--- src/rtl/axgate_pkg.sv ---
package axgate_pkg;

  typedef enum logic [1:0] {
    ACC_NONE = 2'd0,
    ACC_RO   = 2'd1,
    ACC_RW   = 2'd2
  } access_e;

  typedef struct packed {
    logic loadW;
    logic loadR;
    logic setFlag;
  } strobe_t;

  localparam logic [1:0] BURST_FIXED = 2'b00;
  localparam logic [1:0] BURST_INCR  = 2'b01;
  localparam logic [1:0] BURST_WRAP  = 2'b10;

  function automatic access_e decodeAp(input logic [2:0] ap, input logic priv);
    access_e r;
    if (priv) begin
      case (ap)
        3'b000, 3'b100: r = ACC_NONE;
        3'b101, 3'b110: r = ACC_RO;
        default:        r = ACC_RW;
      endcase
    end else begin
      case (ap)
        3'b010, 3'b110: r = ACC_RO;
        3'b011, 3'b111: r = ACC_RW;
        default:        r = ACC_NONE;
      endcase
    end
    return r;
  endfunction

  function automatic access_e tighter(input access_e a, input access_e b);
    return (a < b) ? a : b;
  endfunction

endpackage

--- src/rtl/axgate_perm.sv ---
module axgate_perm
  import axgate_pkg::*;
#(
  parameter int ADDR_W = 32,
  parameter int NREG   = 4
) (
  input  logic [ADDR_W-1:0]      addr,
  input  logic [7:0]             len,
  input  logic [2:0]             size,
  input  logic [1:0]             burst,
  input  logic                   priv,
  input  logic [NREG-1:0]        regionEn,
  input  logic [NREG*ADDR_W-1:0] regionLo,
  input  logic [NREG*ADDR_W-1:0] regionHi,
  input  logic [NREG*3-1:0]      regionAp,
  output access_e                grant
);
  localparam int SPAN_W = 16;
  localparam int EXT_W  = ADDR_W + 1;

  logic [SPAN_W-1:0] beatCount, spanBytes, beatBytes;
  logic [EXT_W-1:0]  addrExt, spanExt, beatExt, lowAddr, highAddr;
  logic              badBurst, overflow;
  logic [NREG-1:0]   hitLo, hitHi;
  access_e           lowAcc, highAcc;

  assign beatCount = SPAN_W'(len) + SPAN_W'(1);
  assign spanBytes = beatCount << size;
  assign beatBytes = SPAN_W'(1) << size;
  assign addrExt   = EXT_W'(addr);
  assign spanExt   = EXT_W'(spanBytes);
  assign beatExt   = EXT_W'(beatBytes);

  // Byte footprint of the burst
  always_comb begin
    badBurst = 1'b0;
    lowAddr  = addrExt;
    highAddr = addrExt;
    case (burst)
      BURST_FIXED: highAddr = addrExt + beatExt - EXT_W'(1);
      BURST_INCR:  highAddr = addrExt + spanExt - EXT_W'(1);
      BURST_WRAP: begin
        lowAddr  = addrExt & ~(spanExt - EXT_W'(1));
        highAddr = lowAddr + spanExt - EXT_W'(1);
      end
      default: badBurst = 1'b1;
    endcase
  end

  assign overflow = highAddr[ADDR_W];

  for (genvar i = 0; i < NREG; i++) begin : g_region
    logic [ADDR_W-1:0] lo, hi;
    assign lo       = regionLo[i*ADDR_W +: ADDR_W];
    assign hi       = regionHi[i*ADDR_W +: ADDR_W];
    assign hitLo[i] = regionEn[i] && (lowAddr[ADDR_W-1:0] >= lo) && (lowAddr[ADDR_W-1:0] <= hi);
    assign hitHi[i] = regionEn[i] && (highAddr[ADDR_W-1:0] >= lo) && (highAddr[ADDR_W-1:0] <= hi);
  end

  // Scan from the top index down so the lowest matching index decides last
  always_comb begin
    lowAcc  = ACC_NONE;
    highAcc = ACC_NONE;
    for (int i = NREG - 1; i >= 0; i--) begin
      if (hitLo[i]) lowAcc  = decodeAp(regionAp[i*3 +: 3], priv);
      if (hitHi[i]) highAcc = decodeAp(regionAp[i*3 +: 3], priv);
    end
  end

  assign grant = (badBurst || overflow) ? ACC_NONE : tighter(lowAcc, highAcc);

endmodule

--- src/rtl/axgate_datapath.sv ---
module axgate_datapath
  import axgate_pkg::*;
#(
  parameter int ADDR_W = 32,
  parameter int ID_W   = 4,
  parameter int NREG   = 4,
  parameter int CTRL_W = ID_W + 16
) (
  input  logic                   clk,
  input  logic                   rstN,
  input  logic [NREG-1:0]        regionEn,
  input  logic [NREG*ADDR_W-1:0] regionLo,
  input  logic [NREG*ADDR_W-1:0] regionHi,
  input  logic [NREG*3-1:0]      regionAp,
  input  logic [ADDR_W-1:0]      awAddr,
  input  logic [ID_W-1:0]        awId,
  input  logic [7:0]             awLen,
  input  logic [2:0]             awSize,
  input  logic [1:0]             awBurst,
  input  logic [2:0]             awProt,
  input  logic [ADDR_W-1:0]      arAddr,
  input  logic [ID_W-1:0]        arId,
  input  logic [7:0]             arLen,
  input  logic [2:0]             arSize,
  input  logic [1:0]             arBurst,
  input  logic [2:0]             arProt,
  input  strobe_t                strobe,
  output logic                   awOk,
  output logic                   arOk,
  output logic [ADDR_W-1:0]      werrAddr,
  output logic [CTRL_W-1:0]      werrCtrl,
  output logic [ADDR_W-1:0]      rerrAddr,
  output logic [CTRL_W-1:0]      rerrCtrl
);
  access_e awGrant, arGrant;

  axgate_perm #(.ADDR_W(ADDR_W), .NREG(NREG)) u_awPerm (
    .addr(awAddr), .len(awLen), .size(awSize), .burst(awBurst), .priv(awProt[0]),
    .regionEn(regionEn), .regionLo(regionLo), .regionHi(regionHi), .regionAp(regionAp),
    .grant(awGrant)
  );

  axgate_perm #(.ADDR_W(ADDR_W), .NREG(NREG)) u_arPerm (
    .addr(arAddr), .len(arLen), .size(arSize), .burst(arBurst), .priv(arProt[0]),
    .regionEn(regionEn), .regionLo(regionLo), .regionHi(regionHi), .regionAp(regionAp),
    .grant(arGrant)
  );

  assign awOk = (awGrant == ACC_RW);
  assign arOk = (arGrant != ACC_NONE);

  always_ff @(posedge clk) begin
    if (!rstN) begin
      werrAddr <= '0;
      werrCtrl <= '0;
      rerrAddr <= '0;
      rerrCtrl <= '0;
    end else begin
      if (strobe.loadW) begin
        werrAddr <= awAddr;
        werrCtrl <= {awId, awLen, awSize, awBurst, awProt};
      end
      if (strobe.loadR) begin
        rerrAddr <= arAddr;
        rerrCtrl <= {arId, arLen, arSize, arBurst, arProt};
      end
    end
  end

  // a write capture only happens when the write side was not granted
  p_capture_on_deny_r8: assert property (@(posedge clk) disable iff (!rstN)
    strobe.loadW |-> !awOk);

endmodule

--- src/rtl/axgate_ctrl.sv ---
module axgate_ctrl
  import axgate_pkg::*;
(
  input  logic    clk,
  input  logic    rstN,
  input  logic    mAwvalid,
  input  logic    mArvalid,
  input  logic    sAwready,
  input  logic    sArready,
  input  logic    awOk,
  input  logic    arOk,
  input  logic    errClear,
  output logic    sAwvalid,
  output logic    sArvalid,
  output logic    mAwready,
  output logic    mArready,
  output logic    irqFlag,
  output strobe_t strobe
);
  logic flagQ, live, awViol, arViol;

  assign live   = !flagQ;
  assign awViol = live && mAwvalid && !awOk;
  assign arViol = live && mArvalid && !arOk;

  assign strobe.loadW   = awViol;
  assign strobe.loadR   = arViol;
  assign strobe.setFlag = awViol || arViol;

  assign sAwvalid = live && awOk && mAwvalid;
  assign mAwready = live && awOk && sAwready;
  assign sArvalid = live && arOk && mArvalid;
  assign mArready = live && arOk && sArready;
  assign irqFlag  = flagQ;

  always_ff @(posedge clk) begin
    if (!rstN)                flagQ <= 1'b0;
    else if (strobe.setFlag)  flagQ <= 1'b1;
    else if (errClear)        flagQ <= 1'b0;
  end

  // a denied request with the gate open raises the flag
  p_deny_sets_flag_r7: assert property (@(posedge clk) disable iff (!rstN)
    (mAwvalid && !awOk && !irqFlag) |=> irqFlag);
  // the flag holds without a clear
  p_flag_sticky_r10: assert property (@(posedge clk) disable iff (!rstN)
    (irqFlag && !errClear) |=> irqFlag);
  // a clear while flagged drops the flag
  p_clear_drops_r11: assert property (@(posedge clk) disable iff (!rstN)
    (irqFlag && errClear) |=> !irqFlag);
  // no write acceptance toward the master without memory readiness
  p_aw_ready_r1: assert property (@(posedge clk) disable iff (!rstN)
    mAwready |-> sAwready);

endmodule

--- src/rtl/axi_addr_guard.sv ---
module axi_addr_guard
  import axgate_pkg::*;
#(
  parameter int ADDR_W = 32,
  parameter int ID_W   = 4,
  parameter int NREG   = 4,
  localparam int CTRL_W = ID_W + 16
) (
  input  logic                   clk,
  input  logic                   rstN,
  input  logic [NREG-1:0]        regionEn,
  input  logic [NREG*ADDR_W-1:0] regionLo,
  input  logic [NREG*ADDR_W-1:0] regionHi,
  input  logic [NREG*3-1:0]      regionAp,
  input  logic                   mAwvalid,
  output logic                   mAwready,
  input  logic [ADDR_W-1:0]      mAwaddr,
  input  logic [ID_W-1:0]        mAwid,
  input  logic [7:0]             mAwlen,
  input  logic [2:0]             mAwsize,
  input  logic [1:0]             mAwburst,
  input  logic [2:0]             mAwprot,
  output logic                   sAwvalid,
  input  logic                   sAwready,
  output logic [ADDR_W-1:0]      sAwaddr,
  output logic [ID_W-1:0]        sAwid,
  output logic [7:0]             sAwlen,
  output logic [2:0]             sAwsize,
  output logic [1:0]             sAwburst,
  output logic [2:0]             sAwprot,
  input  logic                   mArvalid,
  output logic                   mArready,
  input  logic [ADDR_W-1:0]      mAraddr,
  input  logic [ID_W-1:0]        mArid,
  input  logic [7:0]             mArlen,
  input  logic [2:0]             mArsize,
  input  logic [1:0]             mArburst,
  input  logic [2:0]             mArprot,
  output logic                   sArvalid,
  input  logic                   sArready,
  output logic [ADDR_W-1:0]      sAraddr,
  output logic [ID_W-1:0]        sArid,
  output logic [7:0]             sArlen,
  output logic [2:0]             sArsize,
  output logic [1:0]             sArburst,
  output logic [2:0]             sArprot,
  input  logic                   errClear,
  output logic                   irqFlag,
  output logic [ADDR_W-1:0]      werrAddr,
  output logic [CTRL_W-1:0]      werrCtrl,
  output logic [ADDR_W-1:0]      rerrAddr,
  output logic [CTRL_W-1:0]      rerrCtrl
);
  logic    awOk, arOk;
  strobe_t strobe;

  assign sAwaddr  = mAwaddr;
  assign sAwid    = mAwid;
  assign sAwlen   = mAwlen;
  assign sAwsize  = mAwsize;
  assign sAwburst = mAwburst;
  assign sAwprot  = mAwprot;
  assign sAraddr  = mAraddr;
  assign sArid    = mArid;
  assign sArlen   = mArlen;
  assign sArsize  = mArsize;
  assign sArburst = mArburst;
  assign sArprot  = mArprot;

  axgate_datapath #(.ADDR_W(ADDR_W), .ID_W(ID_W), .NREG(NREG), .CTRL_W(CTRL_W)) u_dp (
    .clk(clk), .rstN(rstN),
    .regionEn(regionEn), .regionLo(regionLo), .regionHi(regionHi), .regionAp(regionAp),
    .awAddr(mAwaddr), .awId(mAwid), .awLen(mAwlen), .awSize(mAwsize),
    .awBurst(mAwburst), .awProt(mAwprot),
    .arAddr(mAraddr), .arId(mArid), .arLen(mArlen), .arSize(mArsize),
    .arBurst(mArburst), .arProt(mArprot),
    .strobe(strobe), .awOk(awOk), .arOk(arOk),
    .werrAddr(werrAddr), .werrCtrl(werrCtrl), .rerrAddr(rerrAddr), .rerrCtrl(rerrCtrl)
  );

  axgate_ctrl u_ctrl (
    .clk(clk), .rstN(rstN),
    .mAwvalid(mAwvalid), .mArvalid(mArvalid), .sAwready(sAwready), .sArready(sArready),
    .awOk(awOk), .arOk(arOk), .errClear(errClear),
    .sAwvalid(sAwvalid), .sArvalid(sArvalid), .mAwready(mAwready), .mArready(mArready),
    .irqFlag(irqFlag), .strobe(strobe)
  );

  // frozen interface while flagged
  p_frozen_r10: assert property (@(posedge clk) disable iff (!rstN)
    irqFlag |-> (!sAwvalid && !sArvalid && !mAwready && !mArready));
  // no capture while flagged
  p_err_hold_r10: assert property (@(posedge clk) disable iff (!rstN)
    irqFlag |=> ($stable(werrAddr) && $stable(rerrAddr) && $stable(werrCtrl) && $stable(rerrCtrl)));
  // memory-side read valid only follows a master request
  p_ar_valid_r2: assert property (@(posedge clk) disable iff (!rstN)
    sArvalid |-> mArvalid);

endmodule

--- config.mk ---
export PLATFORM = sky130hd
export DESIGN_NAME = axi_addr_guard
export DESIGN_NICKNAME = d
export VERILOG_FILES = /design/src/rtl/axgate_pkg.sv /design/src/rtl/axgate_perm.sv /design/src/rtl/axgate_datapath.sv /design/src/rtl/axgate_ctrl.sv /design/src/rtl/axi_addr_guard.sv
export SDC_FILE = /design/constraint.sdc
export NUM_CORES = 2
export LEC_CHECK = 0
export ABC_AREA = 0
export BUFFER_PORTS_ARGS = -buffer_cell sky130_fd_sc_hd__buf_2
export CORE_MARGIN = 2
export CORE_UTILIZATION = 25
export DETAILED_ROUTE_END_ITERATION = 8
export GPL_TIMING_DRIVEN = 0
export PLACE_DENSITY = 0.52
export REMOVE_ABC_BUFFERS = 1
export SYNTH_ARGS = -nofsm -noshare
export SYNTH_HDL_FRONTEND = slang
export SYNTH_HIERARCHICAL = 1
export SYNTH_SLANG_ARGS = --single-unit
--- constraint.sdc ---
create_clock -name clk -period 34.6 [get_ports clk]
set_input_delay 5.19 -clock clk [delete_from_list [all_inputs] [get_ports clk]]
set_output_delay 5.19 -clock clk [all_outputs]
set_load 0.05 [all_outputs]
-- After elaboration in Yosys (flattened, before gate mapping)
Cells that the tools add are included.
- output and inout bits: 213
- word-level logic and storage cells: 210
- bits in registers: 105
- input bits: 383
- reductions and logical operators: 74
- shifts and indexed selects: 4
- bitwise logic cells: 4
- muxes and demuxes: 44
- magnitude comparators: 34
- eq/ne operators: 29
- add/subtract/negate cells: 16
- operators by type and width (cell ; count):
    $ge A32 B32 Y1 ; 16
    $le A32 B32 Y1 ; 16
    $pmux W33 S3 ; 2
    $sub A33 B1 Y33 const B ; 6
    $add A32 B16 Y33 ; 4
    $add A33 B16 Y33 ; 2
    $and A32 B33 Y33 ; 2
    $not A33 Y33 ; 2
    $mux W32 ; 2
    $mux W2 ; 28
    $eq A3 B3 Y1 const B ; 16
    $logic_and A1 B1 Y1 ; 42
    $sub A16 B1 Y17 const B ; 2
    $pmux W2 S2 ; 8
    $reduce_or A2 Y1 ; 16
    $shl A1 B3 Y16 const A ; 2
    $shl A16 B3 Y16 ; 2
    $eq A3 B2 Y1 const B ; 8
    $add A8 B1 Y9 const B ; 2
    $logic_not A3 Y1 ; 4
    $eq A2 B2 Y1 const B ; 3
    $reduce_or A3 Y1 ; 2
    $eq A2 B1 Y1 const B ; 2
    $logic_not A2 Y1 ; 2
    5 further kinds ; 14

-- Depth between registers and ports, before layout
- depth after elaboration: 23
- depth in mapped cells: 53
- mapped depth without buffers: 48

-- By module
The synthesis kept the hierarchy.
- by module, submodules not included (module ; cells an instance ; instances ; area an instance (um^2)):
    axgate_perm at u_dp.u_awPerm ; 2688 ; 1 ; 19562.5
    axgate_perm at u_dp.u_arPerm ; 2635 ; 1 ; 19228.4
    axgate_datapath ; 337 ; 1 ; 4008.8
    axi_addr_guard ; 104 ; 1 ; 780.7
    axgate_ctrl ; 15 ; 1 ; 108.9

-- Worst setup path after synthesis
Ideal clock, no wire load.
- kind: input -> output
- from: in mArlen[0]
- to: out mArready
- arrival: 14.356 ns
- data required time: 29.410 ns
- stages on the path: 40
- path slack: 15.054 ns
- path through: ha_1 > nor2b_1 > o21bai_1 > nand2_1 > ha_1 > nand3_1 > a21oi_1 > a32oi_1 > or3_1 > clkbuf_1 > nor4b_2 > nand2_1 > nor2_1 > xnor2_1 > nand2_1 > ha_1 > inv_1 > ha_1 > (+4 left out) > a41o_1 > a21o_1 > a311o_1 > xnor2_1 > o21ai_0 > ha_1 > nand4_1 > or4_1 > or4_1 > a211oi_1 > mux2_2 > ha_1 > nand2b_1 > nand3_1 > mux2i_1 > nor4_2 > or2_2 > and3_1
- cells in the longest elaborated chain, start to end: 21
- elaborated cells between the ends (all ways): 58
- RTL lines (element ; line ; source):
    start, declared ; axi_addr_guard.sv:35 ; input logic [7:0] mArlen,
    $add A8 B1 Y9 (*) ; axgate_perm.sv:27 ; assign beatCount = SPAN_W'(len) + SPAN_W'(1);
    $shl A16 B3 Y16 (*) ; axgate_perm.sv:28 ; assign spanBytes = beatCount << size;
    $sub A16 B1 Y17 ; axgate_perm.sv:43 ; lowAddr = addrExt & ~(spanExt - EXT_W'(1));
    $not A33 Y33 ; axgate_perm.sv:43 ;
    $and A32 B33 Y33 ; axgate_perm.sv:43 ;
    $add A33 B16 Y33 ; axgate_perm.sv:44 ; highAddr = lowAddr + spanExt - EXT_W'(1);
    $sub A33 B1 Y33 ; axgate_perm.sv:44 ;
    $pmux W33 S3 ; axgate_perm.sv:39 ; case (burst)
    (+3 left out) ; -- ;
    $mux W2 (4 in series) ; axgate_perm.sv:66 ; if (hitHi[i]) highAcc = decodeAp(regionAp[i*3 +: 3], priv);
    $lt A2 B2 Y1 ; axgate_pkg.sv:38 ; return (a < b) ? a : b;
    $mux W2 ; axgate_pkg.sv:38 ;
    $mux W2 (*) ; axgate_perm.sv:70 ; assign grant = (badBurst || overflow) ? ACC_NONE : tighter(lowAcc, highAcc);
    net u_dp.arGrant[0] ; axgate_datapath.sv:35 ; access_e awGrant, arGrant;
    $reduce_bool A2 Y1 (*) ; axgate_datapath.sv:50 ; assign arOk = (arGrant != ACC_NONE);
    net arOk ; axi_addr_guard.sv:54 ; logic awOk, arOk;
    $logic_and A1 B1 Y1 (*) (2 in series) ; axgate_ctrl.sv:33 ; assign mArready = live && arOk && sArready;
    end, declared ; axi_addr_guard.sv:32 ; output logic mArready,
Mark *: on every way through the listed nets, which the timed path passes. The rest lies on a longest branch.

-- Worst setup path in the final report
- from: in mAwsize[0]
- to: out mAwready
- cells in the longest elaborated chain, start to end: 20
- elaborated cells between the ends (all ways): 60
- RTL lines (element ; line ; source):
    start, declared ; axi_addr_guard.sv:20 ; input logic [2:0] mAwsize,
    $shl A16 B3 Y16 ; axgate_perm.sv:28 ;
    $sub A16 B1 Y17 ; axgate_perm.sv:43 ;
    $not A33 Y33 ; axgate_perm.sv:43 ;
    $and A32 B33 Y33 ; axgate_perm.sv:43 ;
    $add A33 B16 Y33 ; axgate_perm.sv:44 ;
    $sub A33 B1 Y33 ; axgate_perm.sv:44 ;
    $pmux W33 S3 ; axgate_perm.sv:39 ;
    $ge A32 B32 Y1 ; axgate_perm.sv:57 ; assign hitHi[i] = regionEn[i] && (highAddr[ADDR_W-1:0] >= lo) && (highAddr[ADDR_W-1:0] <= hi);
    $logic_and A1 B1 Y1 (2 in series) ; axgate_perm.sv:57 ;
    $mux W2 (4 in series) ; axgate_perm.sv:66 ;
    $lt A2 B2 Y1 ; axgate_pkg.sv:38 ;
    $mux W2 ; axgate_pkg.sv:38 ;
    $mux W2 (*) ; axgate_perm.sv:70 ;
    net u_dp.awGrant[0] ; axgate_datapath.sv:35 ;
    $eq A2 B2 Y1 (*) ; axgate_datapath.sv:49 ; assign awOk = (awGrant == ACC_RW);
    net awOk ; axi_addr_guard.sv:54 ;
    $logic_and A1 B1 Y1 (*) (2 in series) ; axgate_ctrl.sv:31 ; assign mAwready = live && awOk && sAwready;
    end, declared ; axi_addr_guard.sv:16 ; output logic mAwready,
Marks and branches as above.

==> metrics.csv <==
metric,value,unit
cp_num_buf_inv,4,
wire_per_inst,24.1,um
path_common_cell,sky130_fd_sc_hd__ha_1,
cts.hold.buffers_added,0,
power.switching_fraction,56.8,%
hold_path_class,register to register,
clock-sinks,105,
cp_data_required_time,29.41,ns
worstSetupEndpointType,output pin,
power.share.combinational,82.3,%
critical_path.max_fanout,34,
layout-drive-gt1-share,13.1,%
crit_path_max_incr_delay,1.01,ns
rows,153,
p_leak,25.2,nW
timing.final.setup_violations,0,
floorplan.die.width,422,um
route.detailed.drc,0,
worst_ir_drop_vdd,0.0000268,V
part_of_the_cycle_the_worst_path_needs,66.0,%
area_added_between_synthesis_and_finish,13.4,%
critPathSlowestCell,sky130_fd_sc_hd__nor3_1,
worst-slew-pin-transition,1.56,ns
filler_cell_count,19200,
dp.final_hpwl,177,mm
setup_tns,0,ns
grt_pass1_wl,292,mm
timing.max_cap.violations,2,
timing.clock.skew,0.0142,ns
cts_resized,0,
cpLargestDelayFamily,simple AND/OR/NAND/NOR gates,
detail_route.wirelength,208,mm
p_int,0.000631,W
clock_pin_slew_on_the_worst_setup_and_hold_paths,0.08,ns
crit_type,input port to output pin,
clk_path_buf_depth,2,
final_area,0.0495,sq mm
seq_power_share,9.2,%
clock_root_cell,sky130_fd_sc_hd__clkbuf_16,
final_common_cell,sky130_fd_sc_hd__ha_1,
tritoncts,yes,
grt_max_degree,65,
floorplan.die_area,0.178,sq mm
post_cts_buffers,0,
unrepaired_setup_endpoints_after_global_routing,no,
final_net_count,7828,
placement.io_buffers,595,
clock_insertion_delay_worst_skew,0.48,ns
initial_core_util,25.1,%
max_clock_freq,43.8,MHz
post_drt_via_cell_ratio,5.32,
worst_hold_slack,0.518,ns
critical_path_arrival,17.64,ns
violated_checks,"max-capacitance violations, max-slew violations",
route.vias.total,46000,
slew_violations,17,
fp.dieH,422,um
final_period_minus_worst_setup_slack,22.83,ns
finalWeightedCongestion,0.975,
first_global_vias,42800,
setup.worst_path.start_class,input port,
tritoncts.num_buffers,9,
core_area,0.174,sq mm
synth_cells,5778,
synth.yosys.warnings,6,
detail-route-antenna-nets,0,
antenna_violations_before_repair,195,
globalRouteTotalUtil,22.3,%
global_route.overflow_total,0,
syn-cell-area,0.0437,sq mm
dpl_cell_area,0.0490,sq mm
dr.first_iter.drc_count,3835,
outcome,"finished, violations left",
synth_area_per_cell,7.56,sq um
layout.cells.most_common_list,"sky130_fd_sc_hd__ha_1 (1230), sky130_fd_sc_hd__inv_1 (734), sky130_fd_sc_hd__buf_2 (597)",
clock_power_share,8.4,%
io_pins,596,
hold_viol_final,0,
powerDensity,29.5,mW/mm^2
max-slew-margin-rel,-3.71,%
cts-htree-levels,3,
power_switching,0.000829,W
drt-pass1-iter-count,6,
## sequential cells by signal, indices dropped and copies added, names as in the netlist
signal and cells:
u_dp/rerrAddr 32, u_dp/werrAddr 32, u_dp/rerrCtrl 20, u_dp/werrCtrl 20, u_ctrl/irqFlag 1
## layer usage
layer | up-vias | wire length (um) | global-route usage, %
li1 | 22200 | - | -
met1 | 21400 | 84700 | 26.9
met2 | 1775 | 95100 | 35.9
met3 | 554 | 14800 | 4.26
met4 | 58 | 12800 | 14.8
met5 | - | 345 | 0
## path summary, 6_finish.rpt
| check | slack, ns | from | cells after the start | endpoint |
|---|---|---|---|---|
| min | 0.52 | u_dp/werrCtrl[1] | 2 | u_dp/werrCtrl[1] |
| max reg2reg | 32.18 | u_ctrl/irqFlag | 8 | u_dp/werrCtrl[2] |
| min reg2reg | 0.52 | u_dp/werrCtrl[1] | 2 | u_dp/werrCtrl[1] |
| max | 11.77 | mAwsize[0] | 43 | mAwready |
## per-stage QoR
step                worst slack (ns)  util (%)  std cells  power, W
global placement                7.84      27.7       8473   0.00127
detailed placement             12.11      28.2       8519   0.00131
global route                   11.56      28.5       8615   0.00159
floorplan                      15.07         -       5553  0.000890
CTS                            12.11      28.4       8535   0.00145
finish                         11.77      28.5       8631   0.00146
## worst min-delay path: cells and delay by family (launching register included)
family,cells,cell delay (ns)
AND/OR/NAND/NOR,1,0.09
multiplexers,1,0.06
flip-flops,1,0.33
## power by group through the flow
stage	Sequential [W]	Combinational, W	Clock, W
floorplan	0.000169	0.000720	0
global placement	0.000137	0.00113	0
detailed placement	0.000137	0.00117	0
CTS	0.000135	0.00118	0.000132
global route	0.000136	0.00132	0.000134
finish	0.000134	0.00120	0.000123
## layout make-up
class                   count  area, sq um  share of cell area [%]
clock inverters             5         61.3                   0.124
well taps                2325         2910                    5.87
flip-flops and latches    105         2100                    4.24
inverters                 742         2790                    5.62
diodes                     92          230                   0.465
multi-input cells        4706        37600                    75.9
clock buffers              11          253                   0.510
repair buffers            645         3620                    7.30
(Power assumes the default switching activity.)
